<file path="config.mk">
export PLATFORM = sky130hd
export DESIGN_NAME = hdr_byte_port
export DESIGN_NICKNAME = d
export VERILOG_FILES = /design/src/rtl/hdr_pkg.sv /design/src/rtl/hdr_seq_ctrl.sv /design/src/rtl/hdr_lane_reg.sv /design/src/rtl/hdr_byte_port.sv
export SDC_FILE = /design/constraint.sdc
export NUM_CORES = 1
export LEC_CHECK = 0
export BUFFER_PORTS_ARGS = -buffer_cell sky130_fd_sc_hd__buf_2
export CAP_MARGIN = 20
export CORE_MARGIN = 1.5
export CORE_UTILIZATION = 43
export DETAILED_ROUTE_END_ITERATION = 7
export GPL_ROUTABILITY_DRIVEN = 0
export PLACE_DENSITY = 0.77
export SLEW_MARGIN = 20
export SYNTH_ARGS = -nofsm -noshare
export SYNTH_HDL_FRONTEND = slang
export SYNTH_HIERARCHICAL = 1
export SYNTH_SLANG_ARGS = --single-unit
</file>
<file path="constraint.sdc">
create_clock -name clk_i -period 3.89 [get_ports clk_i]
set_input_delay 0.389 -clock clk_i [delete_from_list [all_inputs] [get_ports clk_i]]
set_output_delay 0.389 -clock clk_i [all_outputs]
set_load 0.05 [all_outputs]
</file>
<file path="src/rtl/hdr_pkg.sv">
package hdr_pkg;

  typedef enum logic [2:0] {
    ACC_IDLE,
    ACC_CORE,
    ACC_WIDE_RD,
    ACC_WIDE_WR,
    ACC_NARR_RD,
    ACC_NARR_WR
  } acc_e;

  // core beats host; host write beats host read
  function automatic acc_e classify(input logic core_wr, input logic host_rd,
                                    input logic host_wr, input logic wide);
    if (core_wr)      return ACC_CORE;
    else if (host_wr) return wide ? ACC_WIDE_WR : ACC_NARR_WR;
    else if (host_rd) return wide ? ACC_WIDE_RD : ACC_NARR_RD;
    else              return ACC_IDLE;
  endfunction

endpackage

</file>
<file path="src/rtl/hdr_seq_ctrl.sv">
module hdr_seq_ctrl
  import hdr_pkg::*;
#(
  parameter int LANES = 2,
  localparam int SEQ_W = (LANES > 1) ? $clog2(LANES) : 1
) (
  input  logic             clk_i,
  input  logic             rst_ni,
  input  acc_e             acc_i,
  output logic [SEQ_W-1:0] seq_o,
  output logic             req_o,
  output logic             last_o,
  output logic [LANES-1:0] lane_sel_o
);

  localparam logic [SEQ_W-1:0] SEQ_LAST = SEQ_W'(LANES - 1);

  logic [SEQ_W-1:0] seq_q;
  logic             req_q;
  logic             wide_acc;

  assign wide_acc = (acc_i == ACC_WIDE_RD) || (acc_i == ACC_WIDE_WR);
  assign last_o   = (seq_q == SEQ_LAST);

  // most significant lane is visited first
  for (genvar i = 0; i < LANES; i++) begin : g_sel
    assign lane_sel_o[i] = (seq_q == SEQ_W'(LANES - 1 - i));
  end

  always_ff @(posedge clk_i or negedge rst_ni) begin
    if (!rst_ni) begin
      seq_q <= '0;
      req_q <= 1'b0;
    end else begin
      unique case (acc_i)
        ACC_CORE: begin
          seq_q <= '0;
          req_q <= 1'b1;
        end
        ACC_WIDE_RD, ACC_WIDE_WR: begin
          if (last_o) begin
            seq_q <= '0;
            req_q <= 1'b0;
          end else begin
            seq_q <= seq_q + 1'b1;
          end
        end
        ACC_NARR_RD, ACC_NARR_WR: req_q <= 1'b0;
        default: ;
      endcase
    end
  end

  assign seq_o = seq_q;
  assign req_o = req_q;


  req_set_chk: assert property (@(posedge clk_i) disable iff (!rst_ni)
    $rose(req_q) |-> ($past(acc_i) == ACC_CORE));


  wide_last_chk: assert property (@(posedge clk_i) disable iff (!rst_ni)
    (wide_acc && last_o) |=> (!req_q && seq_q == '0));


  wide_step_chk: assert property (@(posedge clk_i) disable iff (!rst_ni)
    (wide_acc && !last_o) |=> (seq_q == $past(seq_q) + 1'b1 && req_q == $past(req_q)));


  narrow_seq_chk: assert property (@(posedge clk_i) disable iff (!rst_ni)
    (acc_i == ACC_NARR_WR || acc_i == ACC_NARR_RD) |=> ($stable(seq_q) && !req_q));

endmodule

</file>
<file path="src/rtl/hdr_lane_reg.sv">
module hdr_lane_reg
  import hdr_pkg::*;
#(
  parameter int BYTE_W = 8,
  parameter int LANES  = 2,
  localparam int WORD_W = BYTE_W * LANES
) (
  input  logic              clk_i,
  input  logic              rst_ni,
  input  acc_e              acc_i,
  input  logic [LANES-1:0]  lane_sel_i,
  input  logic [BYTE_W-1:0] host_byte_i,
  input  logic [WORD_W-1:0] core_word_i,
  output logic [WORD_W-1:0] word_o
);

  logic [BYTE_W-1:0] lane_q [LANES];

  for (genvar i = 0; i < LANES; i++) begin : g_lane
    always_ff @(posedge clk_i or negedge rst_ni) begin
      if (!rst_ni) begin
        lane_q[i] <= '0;
      end else begin
        unique case (acc_i)
          ACC_CORE:    lane_q[i] <= core_word_i[i*BYTE_W +: BYTE_W];
          ACC_WIDE_WR: if (lane_sel_i[i]) lane_q[i] <= host_byte_i;
          ACC_NARR_WR: lane_q[i] <= (i == 0) ? host_byte_i : '0;
          default: ;
        endcase
      end
    end

    assign word_o[i*BYTE_W +: BYTE_W] = lane_q[i];


    lane_keep_chk: assert property (@(posedge clk_i) disable iff (!rst_ni)
      (acc_i == ACC_WIDE_WR && !lane_sel_i[i]) |=> $stable(lane_q[i]));
  end


  narrow_zext_chk: assert property (@(posedge clk_i) disable iff (!rst_ni)
    (acc_i == ACC_NARR_WR) |=> (word_o == WORD_W'($past(host_byte_i))));


  core_load_chk: assert property (@(posedge clk_i) disable iff (!rst_ni)
    (acc_i == ACC_CORE) |=> (word_o == $past(core_word_i)));


  read_keep_chk: assert property (@(posedge clk_i) disable iff (!rst_ni)
    (acc_i == ACC_NARR_RD || acc_i == ACC_WIDE_RD) |=> $stable(word_o));

endmodule

</file>
<file path="src/rtl/hdr_byte_port.sv">
module hdr_byte_port
  import hdr_pkg::*;
#(
  parameter int BYTE_W = 8,
  parameter int LANES  = 2,
  localparam int WORD_W = BYTE_W * LANES,
  localparam int SEQ_W  = (LANES > 1) ? $clog2(LANES) : 1
) (
  input  logic              clk_i,
  input  logic              rst_ni,
  input  logic              wide_i,
  input  logic              host_rd_i,
  input  logic              host_wr_i,
  input  logic [BYTE_W-1:0] host_wdata_i,
  output logic [BYTE_W-1:0] host_rdata_o,
  input  logic              core_wr_i,
  input  logic [WORD_W-1:0] core_wdata_i,
  output logic [WORD_W-1:0] core_rdata_o,
  output logic              ready_o,
  output logic [SEQ_W-1:0]  seq_o
);

  acc_e             acc;
  logic [LANES-1:0] lane_sel;
  logic             last;
  logic [WORD_W-1:0] word;

  assign acc = classify(core_wr_i, host_rd_i, host_wr_i, wide_i);

  hdr_seq_ctrl #(.LANES(LANES)) u_seq (
    .clk_i      (clk_i),
    .rst_ni     (rst_ni),
    .acc_i      (acc),
    .seq_o      (seq_o),
    .req_o      (ready_o),
    .last_o     (last),
    .lane_sel_o (lane_sel)
  );

  hdr_lane_reg #(.BYTE_W(BYTE_W), .LANES(LANES)) u_reg (
    .clk_i       (clk_i),
    .rst_ni      (rst_ni),
    .acc_i       (acc),
    .lane_sel_i  (lane_sel),
    .host_byte_i (host_wdata_i),
    .core_word_i (core_wdata_i),
    .word_o      (word)
  );

  // narrow mode always reads lane 0; wide mode reads the sequenced lane
  always_comb begin
    host_rdata_o = '0;
    for (int i = 0; i < LANES; i++) begin
      if (wide_i ? lane_sel[i] : (i == 0))
        host_rdata_o = host_rdata_o | word[i*BYTE_W +: BYTE_W];
    end
  end

  assign core_rdata_o = word;


  core_wins_chk: assert property (@(posedge clk_i) disable iff (!rst_ni)
    core_wr_i |=> (ready_o && seq_o == '0 && core_rdata_o == $past(core_wdata_i)));


  wr_over_rd_chk: assert property (@(posedge clk_i) disable iff (!rst_ni)
    (!core_wr_i && host_wr_i && host_rd_i && wide_i && !last) |=>
      (seq_o == $past(seq_o) + 1'b1));


  wide_last_rd_chk: assert property (@(posedge clk_i) disable iff (!rst_ni)
    (!core_wr_i && !host_wr_i && host_rd_i && wide_i && last) |->
      (host_rdata_o == core_rdata_o[BYTE_W-1:0]));

endmodule

</file>
Yosys cells after proc, flatten, opt, wreduce, memory -nomap -nowiden
Index checks and enable logic that the tools add are counted.
{"block": "totals", "output_inout_bits": 26, "ff_bits": 18, "wordCells": 40, "inputBits": 30}
{"block": "op_classes", "muxes": 17, "eq_ne": 8, "n_addsub": 1, "n_bitwise": 2, "n_reduce_logical": 8}
{"operator": "case mux 8 bit (3 select lines)", "count": 2}
{"operator": "two-way mux 8 bit", "count": 4}
{"operator": "two-way mux 3 bit", "count": 5}
{"operator": "bitwise OR 8 bit", "count": 1}
{"operator": "== test 3 x 2 -> 1 bit (second input constant)", "count": 2}
{"operator": "== test 3 bit (second input constant)", "count": 2}
{"operator": "AND reduction 2 bit", "count": 3}
{"operator": "nonzero test 3 bit", "count": 2}
{"operator": "two-way mux 1 bit", "count": 4}
{"operator": "inequality test 2 bit (second input constant)", "count": 2}
{"operator": "OR reduction 2 bit", "count": 2}
{"operator": "== test 3 x 1 -> 1 bit (second input constant)", "count": 1}
{"operator": "case mux 1 bit (3 select lines)", "count": 1}
{"operator": "inequality test 2 x 1 -> 1 bit (second input constant)", "count": 1}
{"operator": "case mux 1 bit (2 select lines)", "count": 1}
{"operator": "nonzero test 2 bit", "count": 1}
{"operator": "adder 1 bit (second input constant)", "count": 1}
{"operator": "inverter 1 bit", "count": 1}

Depth between registers and ports, before layout
{"block": "depth", "depth_word": 8, "depth_mapped": 6, "mapped_depth_nobuf": 5}

Modules after synthesis
The synthesis kept the hierarchy.
{"module": "hdr_lane_reg", "cells_each": 56, "seq_area_each_um2": 400.4, "instances": 1, "area_per_inst_um2": 840.8}
{"module": "hdr_byte_port", "cells_each": 17, "seq_area_each_um2": 0.0, "instances": 1, "area_per_inst_um2": 126.4}
{"module": "hdr_seq_ctrl", "cells_each": 13, "seq_area_each_um2": 50.0, "instances": 1, "area_per_inst_um2": 106.4}

Worst setup path after synthesis
Ideal clock, no wire load.
{"block": "synth_path", "path_kind": "input to register", "startpoint": "input core_wr_i", "endpoint": "register u_reg.lane_q (netlist bit u_reg/word_o[3])", "cell_stages": 6, "n_path_buf": 1, "setup_ps": 125, "t_arrival_ps": 1903, "path_slack_ps": 1862, "path_cell_list": "o21bai_1 nor2_1 xnor2_2 buf_6 mux2_4 mux2_4"}
{"block": "synth_between", "elab_chain_len": 4, "elab_cells_between_ends": 8, "cone_classes": "eq/ne: 4; mux: 2; reduce/logical: 2"}
{"element": "start, declared", "line_no": "hdr_byte_port.sv:16", "rtl": "input logic core_wr_i,"}
{"element": "two-way mux 3 bit (*)", "line_no": "hdr_pkg.sv:15", "rtl": "if (core_wr) return ACC_CORE;"}
{"element": "via acc[1]", "line_no": "hdr_byte_port.sv:23", "rtl": "acc_e acc;"}
{"element": "== test 3 x 2 -> 1 bit (tied with other cells)", "line_no": "hdr_lane_reg.sv:24", "rtl": "unique case (acc_i)"}
{"element": "inequality test 2 bit (no source line) or nonzero test 3 bit (tied branches)"}
{"element": "AND reduction 2 bit (no source line)"}
{"element": "end signal, assigned by index", "line_no": "hdr_lane_reg.sv:25", "rtl": "ACC_CORE: lane_q[i] <= core_word_i[i*BYTE_W +: BYTE_W];"}
{"element": "end signal, assigned by index", "line_no": "hdr_lane_reg.sv:26", "rtl": "ACC_WIDE_WR: if (lane_sel_i[i]) lane_q[i] <= host_byte_i;"}
{"element": "end signal, assigned by index", "line_no": "hdr_lane_reg.sv:27", "rtl": "ACC_NARR_WR: lane_q[i] <= (i == 0) ? host_byte_i : '0;"}
{"element": "end, declared", "line_no": "hdr_lane_reg.sv:17", "rtl": "logic [BYTE_W-1:0] lane_q [LANES];"}
The timed path passes the listed nets; every way through them passes the cells marked *.
A chain may end at the register's enable or synchronous reset.

Final worst setup path
{"block": "layout_path", "startpoint": "input host_rd_i", "endpoint": "register u_reg.lane_q (netlist bit u_reg/word_o[0])"}
{"block": "layout_between", "elab_chain_len": 6, "elab_cells_between_ends": 10, "cone_classes": "eq/ne: 4; mux: 4; reduce/logical: 2"}
{"element": "start, declared", "line_no": "hdr_byte_port.sv:12", "rtl": "input logic host_rd_i,"}
{"element": "two-way mux 3 bit (*)", "line_no": "hdr_pkg.sv:17", "rtl": "else if (host_rd) return wide ? ACC_WIDE_RD : ACC_NARR_RD;"}
{"element": "two-way mux 3 bit (*)", "line_no": "hdr_pkg.sv:16", "rtl": "else if (host_wr) return wide ? ACC_WIDE_WR : ACC_NARR_WR;"}
{"element": "two-way mux 3 bit (*)", "line_no": "hdr_pkg.sv:15"}
{"element": "via acc[1]", "line_no": "hdr_byte_port.sv:23"}
{"element": "== test 3 x 2 -> 1 bit (tied with other cells)", "line_no": "hdr_lane_reg.sv:24"}
{"element": "inequality test 2 bit (no source line) or nonzero test 3 bit (tied branches)"}
{"element": "AND reduction 2 bit (no source line)"}
Marked as above.

==> run_summary.xml <==
<?xml version="1.0" encoding="UTF-8"?>
<metrics>
  <group name="floorplanning">
    <metric name="fp.dieW" unit="µm">52.97</metric>
    <metric name="io_count" unit="">56</metric>
    <metric name="floorplan.die_area" unit="µm²">2805</metric>
    <metric name="core_area" unit="µm²">2276</metric>
    <metric name="die_height" unit="µm">52.97</metric>
    <metric name="std_cell_rows" unit="">17</metric>
    <metric name="start_util" unit="">0.4717</metric>
  </group>
  <group name="sta">
    <metric name="final.setup.tns" unit="ns">0</metric>
    <metric name="fmaxAchievable" unit="MHz">496.0</metric>
    <metric name="rsz0062_at_grt" unit="">no</metric>
    <metric name="maxSlewViolCount" unit="">0</metric>
    <metric name="maxSlewHeadroom" unit="">0.4195</metric>
    <metric name="fin_skew" unit="ns">0.006153</metric>
    <metric name="timing_hold_violations_final" unit="">0</metric>
    <metric name="setup_failing_eps_final" unit="">0</metric>
    <metric name="max_slew.worst_pin.slew" unit="ns">0.8665</metric>
    <metric name="final_min_period_over_clock_period" unit="">0.5183</metric>
    <metric name="shortest_period_the_worst_path_allows" unit="ns">2.016</metric>
  </group>
  <group name="finish">
    <metric name="multi_input_comb_area" unit="µm²">565.5</metric>
    <metric name="synthToLayoutAreaGrowth" unit="%">27.97</metric>
    <metric name="finalNetCount" unit="">170</metric>
    <metric name="layout.filler_cells" unit="">184</metric>
    <metric name="antennaDiodeCount" unit="">0</metric>
    <metric name="layout_cell_share_with_drive_strength_beyond_1" unit="">0.6978</metric>
    <metric name="final_core_util" unit="">0.6036</metric>
    <metric name="seq_area" unit="µm²">450.4</metric>
  </group>
  <group name="cts">
    <metric name="post_cts_clock_slew_at_the_launch_and_capture_registers_of_the_worst_setup_and_hold_paths" unit="ns">0.11</metric>
    <metric name="postCtsResizedCells" unit="">0</metric>
    <metric name="hold_bufs_inserted_after_cts" unit="">0</metric>
    <metric name="cts-root-buf" unit="">clkbuf_4</metric>
    <metric name="cts_setup_buffers" unit="">0</metric>
    <metric name="number_of_buffers_inserted_during_clock_tree_synthesis" unit="">3</metric>
    <metric name="insertion_delay" unit="ns">0.29</metric>
    <metric name="clkSinkCount" unit="">18</metric>
    <metric name="cts.path.max_buffers" unit="">2</metric>
    <metric name="deepest_level_of_the_cts_h_tree" unit="">1</metric>
    <metric name="tritoncts_clock_tree" unit="">done</metric>
  </group>
  <group name="drt">
    <metric name="initialDrtViolationCount" unit="">9</metric>
    <metric name="drt_drc_violations_left" unit="">0</metric>
    <metric name="detailroute.via_count" unit="">888</metric>
    <metric name="final_antenna_net_count" unit="">0</metric>
    <metric name="route.detailed.vias_per_inst" unit="">5.317</metric>
    <metric name="first_pass_iters" unit="">4</metric>
    <metric name="routed_wirelength" unit="µm">2467</metric>
    <metric name="wl_per_cell" unit="µm">14.77</metric>
  </group>
  <group name="run_status">
    <metric name="status" unit="">finished, final reports clean</metric>
  </group>
  <group name="worst_hold_path">
    <metric name="hold_path_class" unit="">in2async</metric>
  </group>
  <group name="power">
    <metric name="power.static_leakage" unit="nW">0.7040</metric>
    <metric name="power_per_cell_area" unit="nW/µm²">497.3</metric>
    <metric name="peakVddDrop" unit="mV">0.2930</metric>
  </group>
  <group name="global_routing">
    <metric name="grt_usage" unit="">0.1904</metric>
    <metric name="grt_max_degree" unit="">19</metric>
    <metric name="grt_pass1_wl" unit="µm">3788</metric>
    <metric name="antenna_found_initial" unit="">0</metric>
    <metric name="first_global_vias" unit="">847</metric>
    <metric name="gr-total-overflow" unit="">0</metric>
  </group>
  <group name="worst_setup_path">
    <metric name="startpoint_type" unit="">input port</metric>
    <metric name="ff_to_ff_start" unit="">u_seq/last_o</metric>
    <metric name="crit_arrival" unit="ns">2.20</metric>
    <metric name="regToRegEndpoint" unit="">u_reg/word_o[14]</metric>
    <metric name="r2r_setup_slack" unit="ns">2.38</metric>
    <metric name="cp_max_fo" unit="">16</metric>
    <metric name="setup.worst_path.class" unit="">in2reg</metric>
    <metric name="ff2ff_path_depth" unit="">4</metric>
    <metric name="worstPathRequired" unit="ns">4.07</metric>
    <metric name="cp-end-kind" unit="">flip-flop</metric>
  </group>
  <group name="synthesis">
    <metric name="synth_sequential_area_ratio" unit="">0.4196</metric>
    <metric name="postSynthRegisterBits" unit="">18</metric>
    <metric name="total_number_of_yosys_warnings" unit="">6</metric>
    <metric name="postSynthCellCount" unit="">86</metric>
    <metric name="postSynthNetCount" unit="">116</metric>
    <metric name="syn-mean-instance-area" unit="µm²">12.48</metric>
    <metric name="netlist_area" unit="µm²">1074</metric>
    <metric name="synth_cell_types" unit="">23</metric>
  </group>
  <group name="job">
    <metric name="timing.max_cap.violations" unit="">0</metric>
  </group>
  <group name="placement">
    <metric name="place.port_buffers" unit="">55</metric>
    <metric name="detailedPlacementHpwl" unit="µm">1817</metric>
  </group>
</metrics>
[metal layers]
metal | GRT usage | share of wire | vias to the layer above
met1 | 0.2414 | 0.45 | 430
met3 | 0.03390 | 0.046 | 4
met4 | 0.06838 | 0.0085 | 0
li1 | - | - | 425
met5 | 0 | 0 | -
met2 | 0.3229 | 0.49 | 29
[report_power, final]
| part | internal, mW | switching (mW) | total (mW) | leakage, nW |
|---|---|---|---|---|
| logic | 0.103 | 0.226 | 0.330 | 0.468 |
| registers | 0.216 | 0.0217 | 0.238 | 0.215 |
| clock network | 0.0570 | 0.0590 | 0.116 | 0.0210 |
[worst max-delay path by stage]
stage	start	end	slack, ns	cells after the start
CTS	host_rd_i	u_reg/word_o[0]	1.90	6
global route	host_rd_i	u_reg/word_o[0]	1.78	6
detailed placement	host_rd_i	u_reg/word_o[2]	1.57	6
finish	host_rd_i	u_reg/word_o[0]	1.87	6
global placement	host_rd_i	u_reg/word_o[5]	1.63	6
floorplan	core_wr_i	u_reg/word_o[3]	1.86	6
[cells in the final DEF, fill, tap and decap left out, drive strengths merged]
cell type	instances
nand2	1
nand2b	3
and3b	1
o21bai	1
and2	1
nor2	3
buf	55
o22ai	1
a21boi	2
a21oi	1
or2	1
clkbuf	4
inv	3
xnor2	1
dfrtp	18
mux2	24
a22o	16
o21ai	3
[layout make-up]
type                    count  share of cell area
inverters                   3            0.008197
repair buffers             55              0.2004
multi-input cells          59              0.4117
well taps                  28             0.02550
flip-flops and latches     18              0.3279
clock buffers               4             0.02641
[synthesized netlist by cell type (all sizes together)]
cell    instances  area share
mux2           24        0.27
dfrtp          18        0.42
a22o           16        0.14
buf             4       0.035
inv             3       0.010
nand2b          3       0.017
nor2            3       0.010
o21ai           3       0.014
a21boi          2       0.021
clkbuf          2      0.0082
a21oi           1      0.0047
and2            1      0.0082
and3b           1      0.0093
nand2           1      0.0035
o21bai          1      0.0070
o22ai           1      0.0058
or2             1      0.0058
xnor2           1       0.015
[flip-flops by register name, indices dropped and copies added (netlist names)]
name	flops
u_seq/req_o	1
u_reg/word_o	16
u_seq/last_o	1
[cells by family after synthesis]
kind of cell | count (synthesis) | share of synthesized area
compound gates | 24 | 0.1911
mux | 24 | 0.2657
flops | 18 | 0.4196
simple gates | 10 | 0.05478
buf+inv | 9 | 0.05360
xor+xnor | 1 | 0.01516
[critical path, cell delays in order]
cell	delay, ns
buf_2	0.09
o21bai_1	0.16
nor2_1	0.17
xnor2_2	0.71
mux2_2	0.41
mux2_2	0.26
[metrics by stage]
step	area (µm²)	cells	worst slack [ns]	hold WS (ns)	total power [mW]
floorplan	1074	86	1.862	0.09341	0.4991
global placement	1338	163	1.630	0.3451	0.5672
detailed placement	1338	163	1.574	0.3468	0.5730
CTS	1374	167	1.898	0.01763	0.6917
global route	1374	167	1.780	0.03440	0.7128
finish	1374	167	1.874	0.009247	0.6831
Power figures use the tool's default switching activity.
